**config.mk**
```make
export PLATFORM = sky130hd
export DESIGN_NAME = dram_refresh_sched
export DESIGN_NICKNAME = d
export VERILOG_FILES = /design/src/rtl/dram_refresh_sched.sv
export SDC_FILE = /design/constraint.sdc
export NUM_CORES = 1
export LEC_CHECK = 0
export CAP_MARGIN = 20
export CORE_UTILIZATION = 40
export CTS_CLUSTER_DIAMETER = 200
export CTS_CLUSTER_SIZE = 20
export DETAILED_ROUTE_END_ITERATION = 8
export SKIP_LAST_GASP = 1
export SLEW_MARGIN = 20
export SYNTH_ARGS = -nofsm -noshare
export SYNTH_HDL_FRONTEND = slang
export SYNTH_SLANG_ARGS = --single-unit
```
**constraint.sdc**
```tcl
create_clock -name clk -period 3.18 [get_ports clk]
set_input_delay 0.636 -clock clk [delete_from_list [all_inputs] [get_ports clk]]
set_output_delay 0.636 -clock clk [all_outputs]
set_load 0.05 [all_outputs]
```
**src/rtl/dram_refresh_sched.sv**
```systemverilog
module dram_refresh_sched #(
  parameter int INTERVAL = 1560,
  parameter int RFC_CYC  = 14,
  parameter int MAX_PEND = 8,
  parameter int XS_NRD   = 14,
  parameter int XS_RD    = 200
) (
  input  logic clk,
  input  logic rst_n,
  input  logic banks_idle,
  input  logic ref_grant,
  input  logic sr_req,
  output logic ref_req,
  output logic ref_urgent,
  output logic cmd_block,
  output logic rd_block,
  output logic cke
);
  localparam int IW = (INTERVAL > 2) ? $clog2(INTERVAL) : 1;
  localparam int PW = $clog2(MAX_PEND + 1);
  localparam int RW = $clog2(RFC_CYC + 1);
  localparam int NW = $clog2(XS_NRD + 1);
  localparam int DW = $clog2(XS_RD + 1);

  logic [IW-1:0] ivl_q;
  logic [PW-1:0] pend_q;
  logic [RW-1:0] rfc_q;
  logic [NW-1:0] xn_q;
  logic [DW-1:0] xr_q;
  logic          sr_q;

  logic tick, take, sr_enter, sr_exit;

  assign tick     = !sr_q && (ivl_q == IW'(INTERVAL - 1));
  assign ref_req  = !sr_q && (pend_q != '0) && (rfc_q == '0) && (xn_q == '0);
  assign take     = ref_grant && ref_req && banks_idle;
  assign sr_enter = !sr_q && sr_req && banks_idle && (rfc_q == '0) && (xn_q == '0) && !take;
  assign sr_exit  = sr_q && !sr_req;

  assign ref_urgent = !sr_q && (pend_q == PW'(MAX_PEND));
  assign cmd_block  = sr_q || (rfc_q != '0) || (xn_q != '0);
  assign rd_block   = cmd_block || (xr_q != '0);
  assign cke        = !sr_q;

  always_ff @(posedge clk) begin
    if (!rst_n) begin
      ivl_q <= '0;
      pend_q <= '0;
      rfc_q <= '0;
      xn_q <= '0;
      xr_q <= '0;
      sr_q <= 1'b0;
    end else begin
      if (!sr_q) ivl_q <= tick ? '0 : ivl_q + 1'b1;

      if (sr_enter || sr_q)
        pend_q <= '0;
      else if (tick && !take && (pend_q != PW'(MAX_PEND)))
        pend_q <= pend_q + 1'b1;
      else if (take && !tick)
        pend_q <= pend_q - 1'b1;

      if (take)              rfc_q <= RW'(RFC_CYC);
      else if (rfc_q != '0)  rfc_q <= rfc_q - 1'b1;

      if (sr_exit)           xn_q <= NW'(XS_NRD);
      else if (xn_q != '0)   xn_q <= xn_q - 1'b1;

      if (sr_exit)           xr_q <= DW'(XS_RD);
      else if (xr_q != '0)   xr_q <= xr_q - 1'b1;

      if (sr_enter)          sr_q <= 1'b1;
      else if (sr_exit)      sr_q <= 1'b0;
    end
  end

  a_r4_pend_cap: assert property (@(posedge clk) disable iff (!rst_n)
    pend_q <= PW'(MAX_PEND));

  a_r5_block_after_grant: assert property (@(posedge clk) disable iff (!rst_n)
    (ref_grant && ref_req && banks_idle) |=> (cmd_block && !ref_req));

  a_r6_grant_needs_idle: assert property (@(posedge clk) disable iff (!rst_n)
    ($rose(cmd_block) && cke) |-> $past(banks_idle));

  a_r7_entry_idle: assert property (@(posedge clk) disable iff (!rst_n)
    $fell(cke) |-> ($past(banks_idle) && $past(sr_req)));

  a_r8_quiet_in_sr: assert property (@(posedge clk) disable iff (!rst_n)
    !cke |-> (!ref_req && !ref_urgent && rd_block));

  a_r9_exit_blocks: assert property (@(posedge clk) disable iff (!rst_n)
    $rose(cke) |-> (cmd_block && rd_block));

  a_r3_urgent_stable_in_rfc: assert property (@(posedge clk) disable iff (!rst_n)
    (ref_urgent && !ref_grant && !sr_req) |=> ref_urgent);
endmodule

```
# Word level (Yosys, flattened, before mapping)

Index checks and enable logic that the tools add are counted.

Divide/modulo/power cells: 0
Equality and inequality tests: 3
$lt $le $gt $ge: 0
Shift-type cells: 0
Mux-type cells: 11
$add $sub $neg: 6
Bitwise operators: 1
Multiply operators: 0
Reductions and logical operators: 38

Operators by type and width:

| operator              | count |
|---|---|
| $mux 4                | 6 |
| $logic_and 1x1->1     | 16 |
| $mux 8                | 2 |
| $reduce_bool 4->1     | 3 |
| $sub 4x1->4 const B   | 3 |
| $add 11x1->11 const B | 1 |
| $eq 11x11->1 const B  | 1 |
| $mux 11               | 1 |
| $reduce_bool 2->1     | 5 |
| $logic_not 4->1       | 2 |
| $reduce_bool 8->1     | 1 |
| $sub 8x1->8 const B   | 1 |
| $reduce_or 2->1       | 3 |
| $add 4x1->4 const B   | 1 |
| $eq 4x4->1 const B    | 1 |
| $logic_not 1->1       | 4 |
| $logic_or 1x1->1      | 4 |
| $ne 4x4->1 const B    | 1 |
| $mux 1                | 2 |
| $not 1->1             | 1 |

Input port bits: 5
Memories: 0
Logic and storage cells: 68
Bits in latches: 0
Bits in read-only memories: 0
Register bits: 32
Output and inout port bits: 5
RAM bits: 0

# Logic depth before layout (Yosys ltp)

Gate-level depths: netlist (run 1).

Word-level depth: 10
Mapped depth: 9
Gate-level depth less buffers: 9

# Worst setup path after synthesis (run 1)

Ideal clock, no wire load.

Path kind: reg-to-output
Start point: register rfc_q[1]
End point: output port ref_req
Required time: 2544 ps
Data arrival time: 2116 ps
Cell stages (with the launch flop): 4
Slack: 428 ps
Buffers on the path: 0
Path through: dfxtp_1 > or2_2 > nand3b_1 > nor2b_1

Cells in the longest elaborated chain, start to end: 3

RTL lines:

| what                            | RTL line | text |
|---|---|---|
| start: declaration              | 27       | `logic [RW-1:0] rfc_q;` |
| start signal: assignment        | 63       | `if (take) rfc_q <= RW'(RFC_CYC);` |
| start signal: assignment        | 64       | `else if (rfc_q != '0) rfc_q <= rfc_q - 1'b1;` |
| $logic_not 4->1                 | 35       | `assign ref_req = !sr_q && (pend_q != '0) && (rfc_q == '0) && (xn_q == '0);` |
| $logic_and 1x1->1 (2 in series) | 35       |  |
| end: declaration                | 13       | `output logic ref_req,` |

Every way passes these cells.

# Worst setup path after layout (run 1)

Start point: register pend_q[0]
End point: output port ref_urgent

Cells in the longest elaborated chain, start to end: 2

RTL lines:

| what                     | RTL line | text |
|---|---|---|
| start: declaration       | 26       | `logic [PW-1:0] pend_q;` |
| start signal: assignment | 59       | `pend_q <= pend_q + 1'b1;` |
| start signal: assignment | 61       | `pend_q <= pend_q - 1'b1;` |
| $eq 4x4->1               | 40       | `assign ref_urgent = !sr_q && (pend_q == PW'(MAX_PEND));` |
| $logic_and 1x1->1        | 40       |  |
| end: declaration         | 14       | `output logic ref_urgent,` |

Every way passes these cells.

==> impl_metrics.ini, run 1 <==
[run_status]
status = completed

[placement]
port_buffers = 9
dpl.cell_count = 230
gp_congestion = 0.7631
hpwl_mm = 2.175

[synthesis]
syn_avg_cell_area_um2 = 8.962
netlist_area_mm2 = 0.001541
synth-edff-count = 0
syn-num-nets = 182
synth_top_area_cell = dfxtp_1
synth_area_leaders = dfxtp_1, nor2_1, xnor2_1
synth-main-ff-cell = dfxtp_1
synth_common_cells = dfxtp_1, nor2_1, nand2_1
ys_ff_latch = 32
ys_seq_area_share_pct = 41.56
synth_top_cell_area_share_pct = 41.56
netlist_instances = 172
synth_most_common_cell = dfxtp_1
synth_cell_type_count = 38
ys_async_sr_fraction_pct = 0
yosysWarnings = 0

[routing]
wire_per_inst_um = 12.07
dr_total_vias = 1246
first_iter_violations = 63
postRouteAntennaNets = 0
first_pass_iters = 4
wl_mm = 2.872
drc = 0
via_per_inst = 5.235

[final_layout]
finalNonFillerCells = 238
fin_nets = 199
drive_above_1_share_pct = 8.421
syn2layout_area_growth_pct = 17.13
fill_cells = 363
antennaDiodeCount = 0

[timing]
skew_ns = 0.008220
drv_slew = 0
fin_setup_tns_ns = 0
fmax_ghz = 0.3579
min_period_ns = 2.794
min_period_over_period_pct = 87.87
rsz0062_at_grt = false
relSlewSlack_pct = 66.64
setup_viol_count_final = 0
hold_viol_final = 0
worst_pin_slew_ns = 0.4996

[hold_path]
worstHoldPathCells = 1
hold_path.startpoint = rfc_q[0]$_SDFFE_PP0P_
hold_end = rfc_q[0]$_SDFFE_PP0P_
min_path_type = register to register

[global_routing]
grt_start_max_net_pins = 14
gr-total-overflow = 0
grt_use_total_pct = 16.08
grt_pass1_vias = 1151
grt_pass1_wl_mm = 5.057
antenna_found_initial = 0

[critical_path]
cpLargestDelayFamily = buffers and inverters
cp.required_ns = 2.54
worstReg2RegStart = pend_q[0]$_SDFFE_PP0P_
end_kind = output pin
start_kind = register
regToRegSetupSlack_ns = 0.60
slowest_delay_ns = 0.81
cp.arrival_ns = 2.16
cp_cell_sequence = or4b_1 > nor2_1 > clkdlybuf4s50_1
critPathMaxFanout = 5
timing.rr.end = pend_q[3]$_SDFFE_PP0P_
cp_slowest_cell = clkdlybuf4s50_1
cp_num_buf_inv = 1
rr_worst_depth = 8
crit_type = register to output pin
path_depth = 3

[die]
start_util_pct = 41.79
die_x_um = 64.08
num_rows = 22
die_area_mm2 = 0.004106
die-height_um = 64.08
ios = 10
design.core.area_mm2 = 0.003689

[power_and_ir_drop]
p_leak_uw = 0.0007124
powerDensity_mw_per_mm2 = 654.4
ir_worst_vdd_v = 0.0004724

[clock_tree]
cts_made_buffers = 5
clock-sinks = 32
tritoncts = built
cts_root_buf = clkbuf_8
h-tree-depth = 2
clk_latency_ns = 0.28
cts_max_path_buffers = 2
clkTransAtPathRegs_ns = 0.07

[job]
drv_cap = 0
[power breakdown]
group	switching, uW	internal [uW]	total [uW]
Clock	146	176	322
Sequential	52.6	451	504
Combinational	194	162	356
[area by class of cell]
type                       count  area [um2]  area share [%]
sequential                    32       640.6           35.48
tap                           48       60.06           3.326
timing repair buffer          12       117.6           6.514
multi-input combinational    132       870.8           48.23
inverter                       6       22.52           1.247
clock buffer                   7       86.33           4.782
clock inverter                 1       7.507          0.4158
[stage by stage]
step                      hold WS (ns)  instance area [um2]  total power (uW)  util (%)  worst slack (ns)
final                           0.4748                 1805              1182     48.95            0.3856
after global routing            0.4917                 1805              1255     48.95            0.1899
after CTS                       0.4778                 1800              1194     48.81           0.04468
after detailed placement        0.4649                 1707             875.3     46.27            0.1898
after global placement          0.4622                 1707             861.5     46.27            0.2527
after floorplan                 0.4392                 1541             780.1         -            0.4282
[layout by cell type, fill, tap and decap left out, types with 3 or more instances in the layout]
master / synthesis / final
ha_1: 4 / 4
a31oi_1: 3 / 3
xor2_1: 6 / 6
buf_4: 0 / 3
o21ai_0: 5 / 5
nor2_1: 25 / 25
nand3_1: 4 / 4
clkdlybuf4s50_1: 0 / 7
xnor2_1: 10 / 10
inv_1: 6 / 6
and3_1: 4 / 4
nand2_1: 14 / 14
a21oi_1: 13 / 13
dfxtp_1: 32 / 32
or4b_1: 3 / 3
clkbuf_8: 0 / 6
nor3_1: 9 / 9
[worst max-delay path by stage]
stage,startpoint,endpoint,slack (ns)
final,pend_q[0]$_SDFFE_PP0P_,ref_urgent,0.39
after global routing,xn_q[2]$_SDFFE_PN0P_,cmd_block,0.19
after CTS,xr_q[0]$_SDFFE_PP0P_,rd_block,0.04
after detailed placement,ref_grant,pend_q[3]$_SDFFE_PP0P_,0.19
after global placement,ref_grant,pend_q[3]$_SDFFE_PP0P_,0.25
after floorplan,rfc_q[1]$_SDFFE_PN0P_,ref_req,0.43
[logic make-up after synthesis]
family / after synthesis / share of synthesized area [%]
mux: 4 / 2.760
compound gates: 28 / 11.85
fa+ha+maj: 5 / 4.546
simple gates: 79 / 28.25
xor+xnor: 16 / 9.091
buf+inv: 8 / 1.948
flops: 32 / 41.56
[metal layers]
metal,GRT usage (%),routed length (um)
met3,5.179,109
met1,19.63,1346
met2,25.40,1365
met5,0,0
met4,7.670,50
[repair_timing]
item                       in CTS  in global routing
buffers inserted                0                  0
setup endpoints to repair       0                  2
resized for setup               0                  2
hold buffers                    0                  0
[sequential cells by signal, indices dropped and copies added (netlist names)]
signal	flops
pend_q	4
rfc_q	4
sr_q	1
xn_q	4
xr_q	8
ivl_q	11
(Power assumes the default switching activity.)
==> inputs of run 2 (changes only) <==
--- a/config.mk
+++ b/config.mk
@@ -11,7 +11,6 @@
 export CTS_CLUSTER_SIZE = 20
 export DETAILED_ROUTE_END_ITERATION = 8
 export SKIP_LAST_GASP = 1
-export SLEW_MARGIN = 20
 export SYNTH_ARGS = -nofsm -noshare
 export SYNTH_HDL_FRONTEND = slang
 export SYNTH_SLANG_ARGS = --single-unit
==> results of run 2 <==
Same layout as run 1: the final DEF is identical, and so are final timing and power.
==> inputs of run 3 (changes only) <==
--- a/config.mk
+++ b/config.mk
@@ -6,10 +6,12 @@
 export NUM_CORES = 1
 export LEC_CHECK = 0
 export CAP_MARGIN = 20
+export CORE_MARGIN = 2
 export CORE_UTILIZATION = 40
 export CTS_CLUSTER_DIAMETER = 200
 export CTS_CLUSTER_SIZE = 20
 export DETAILED_ROUTE_END_ITERATION = 8
+export SKIP_CTS_REPAIR_TIMING = 1
 export SKIP_LAST_GASP = 1
 export SYNTH_ARGS = -nofsm -noshare
 export SYNTH_HDL_FRONTEND = slang
==> run 3 against run 2 <==
  * Worst hold slack better by 0.0017 ns
  * Global-route usage is 0.28 points lower
  * Routed wire length is 2.8% higher
  * Critical path type unchanged
  * Critical endpoint unchanged
==> impl_metrics.ini, run 3 (synthesis gave the netlist of run 1 again) <==
[run_status]
status = completed

[global_routing]
grt_pass1_vias = 1225
antenna_found_initial = 0
gr-total-overflow = 0
grt_start_max_net_pins = 14
grt_pass1_wl_mm = 5.244
grt_use_total_pct = 15.80

[critical_path]
start_kind = register
cp.arrival_ns = 2.15
cp.required_ns = 2.54
crit_type = register to output pin
end_kind = output pin
critPathMaxFanout = 5

[die]
start_util_pct = 41.79
die_x_um = 66.08
ios = 10
die_area_mm2 = 0.004367
design.core.area_mm2 = 0.003689
die-height_um = 66.08
num_rows = 22

[final_layout]
largest_reg_flops = 11
final_common_cell = dfxtp_1
antennaDiodeCount = 0
reg_top3 = ivl_q (11), xr_q (8)
syn2layout_area_growth_pct = 17.29
final_cell_mix = dfxtp_1, nor2_1, nand2_1
fin_nets = 199
drive_above_1_share_pct = 8.466
largest-register = ivl_q
finalNonFillerCells = 237
utilization_pct = 49.02

[job]
drv_cap = 0

[timing]
min_period_ns = 2.788
drv_slew = 0
holdWs_ns = 0.4765
rsz0062_at_grt = false
setup_viol_count_final = 0
relSlewSlack_pct = 66.63
worst_slack_ns = 0.3922
worst_pin_slew_ns = 0.4998
fmax_ghz = 0.3587
skew_ns = 0.008010
hold_viol_final = 0
fin_setup_tns_ns = 0
min_period_over_period_pct = 87.67

[routing]
wire_per_inst_um = 12.46
via_per_inst = 5.283
wl_mm = 2.953
drc = 0
postRouteAntennaNets = 0
first_iter_violations = 49
dr_total_vias = 1252
first_pass_iters = 4

[placement]
dpl.cell_count = 230
pre_cts_slack_ns = 0.1696
gp_congestion = 0.8106
port_buffers = 9
hpwl_mm = 2.226

[clock_tree]
tritoncts = built
cts_root_buf = clkbuf_8
cts_made_buffers = 5
h-tree-depth = 2
cts_max_path_buffers = 2
clock-sinks = 32
clkTransAtPathRegs_ns = 0.06
clk_latency_ns = 0.28

[power_and_ir_drop]
clkPwrFrac_pct = 27.9
p_sw_uw = 390.3
p_leak_uw = 0.0007183
p_int_uw = 805.7
ir_worst_vdd_v = 0.0004818
combinationalPowerShare_pct = 30.0
seqPwrFrac_pct = 42.1
p_sw_share_pct = 32.64
powerDensity_mw_per_mm2 = 661.5

[hold_path]
min_path_type = register to register
run 3: power by group through the flow:
stage | sequential, uW | clock, uW | combinational [uW]
after floorplan | 501 | 0 | 279
after global placement | 509 | 0 | 353
after detailed placement | 513 | 0 | 362
after CTS | 503 | 344 | 365
after global routing | 511 | 355 | 407
final | 503 | 334 | 359
run 3: path summary, 6_finish.rpt:
kind / startpoint / endpoint / slack (ns) / depth (start not counted)
setup / recovery: pend_q[0]$_SDFFE_PP0P_ / ref_urgent / 0.39 / 3
setup reg to reg: pend_q[0]$_SDFFE_PP0P_ / pend_q[3]$_SDFFE_PP0P_ / 0.58 / 8
hold / removal: rfc_q[0]$_SDFFE_PP0P_ / rfc_q[0]$_SDFFE_PP0P_ / 0.48 / 1
hold reg to reg: rfc_q[0]$_SDFFE_PP0P_ / rfc_q[0]$_SDFFE_PP0P_ / 0.48 / 1
run 3: per-stage QoR:
| step | instance area [um2] | power [uW] |
|---|---|---|
| floorplan | 1541 | 780.1 |
| finish | 1808 | 1196 |
| global route | 1808 | 1273 |
| CTS | 1803 | 1212 |
| global placement | 1707 | 862.2 |
| detailed placement | 1707 | 874.8 |
run 3: cell type report:
type	count	area, um2
tap	48	60.06
clock buffer	7	96.34
inverter	6	22.52
multi-input combinational	132	870.8
timing repair buffer	12	117.6
sequential	32	640.6
fill	363	1881
run 3: metal layers:
metal  track usage [%]  wire, um  up-vias
li1                  -         -      643
met1             20.19      1364      579
met2             24.50      1415       23
met4             7.908        57        0
met5                 0         0        -
met3             4.089       114        7
run 3: worst max-delay path, cell delays in order, from the launching register on:
cell and delay [ns]:
dfxtp_1 0.37, or4b_1 0.57, nor2_1 0.12, clkdlybuf4s50_1 0.81
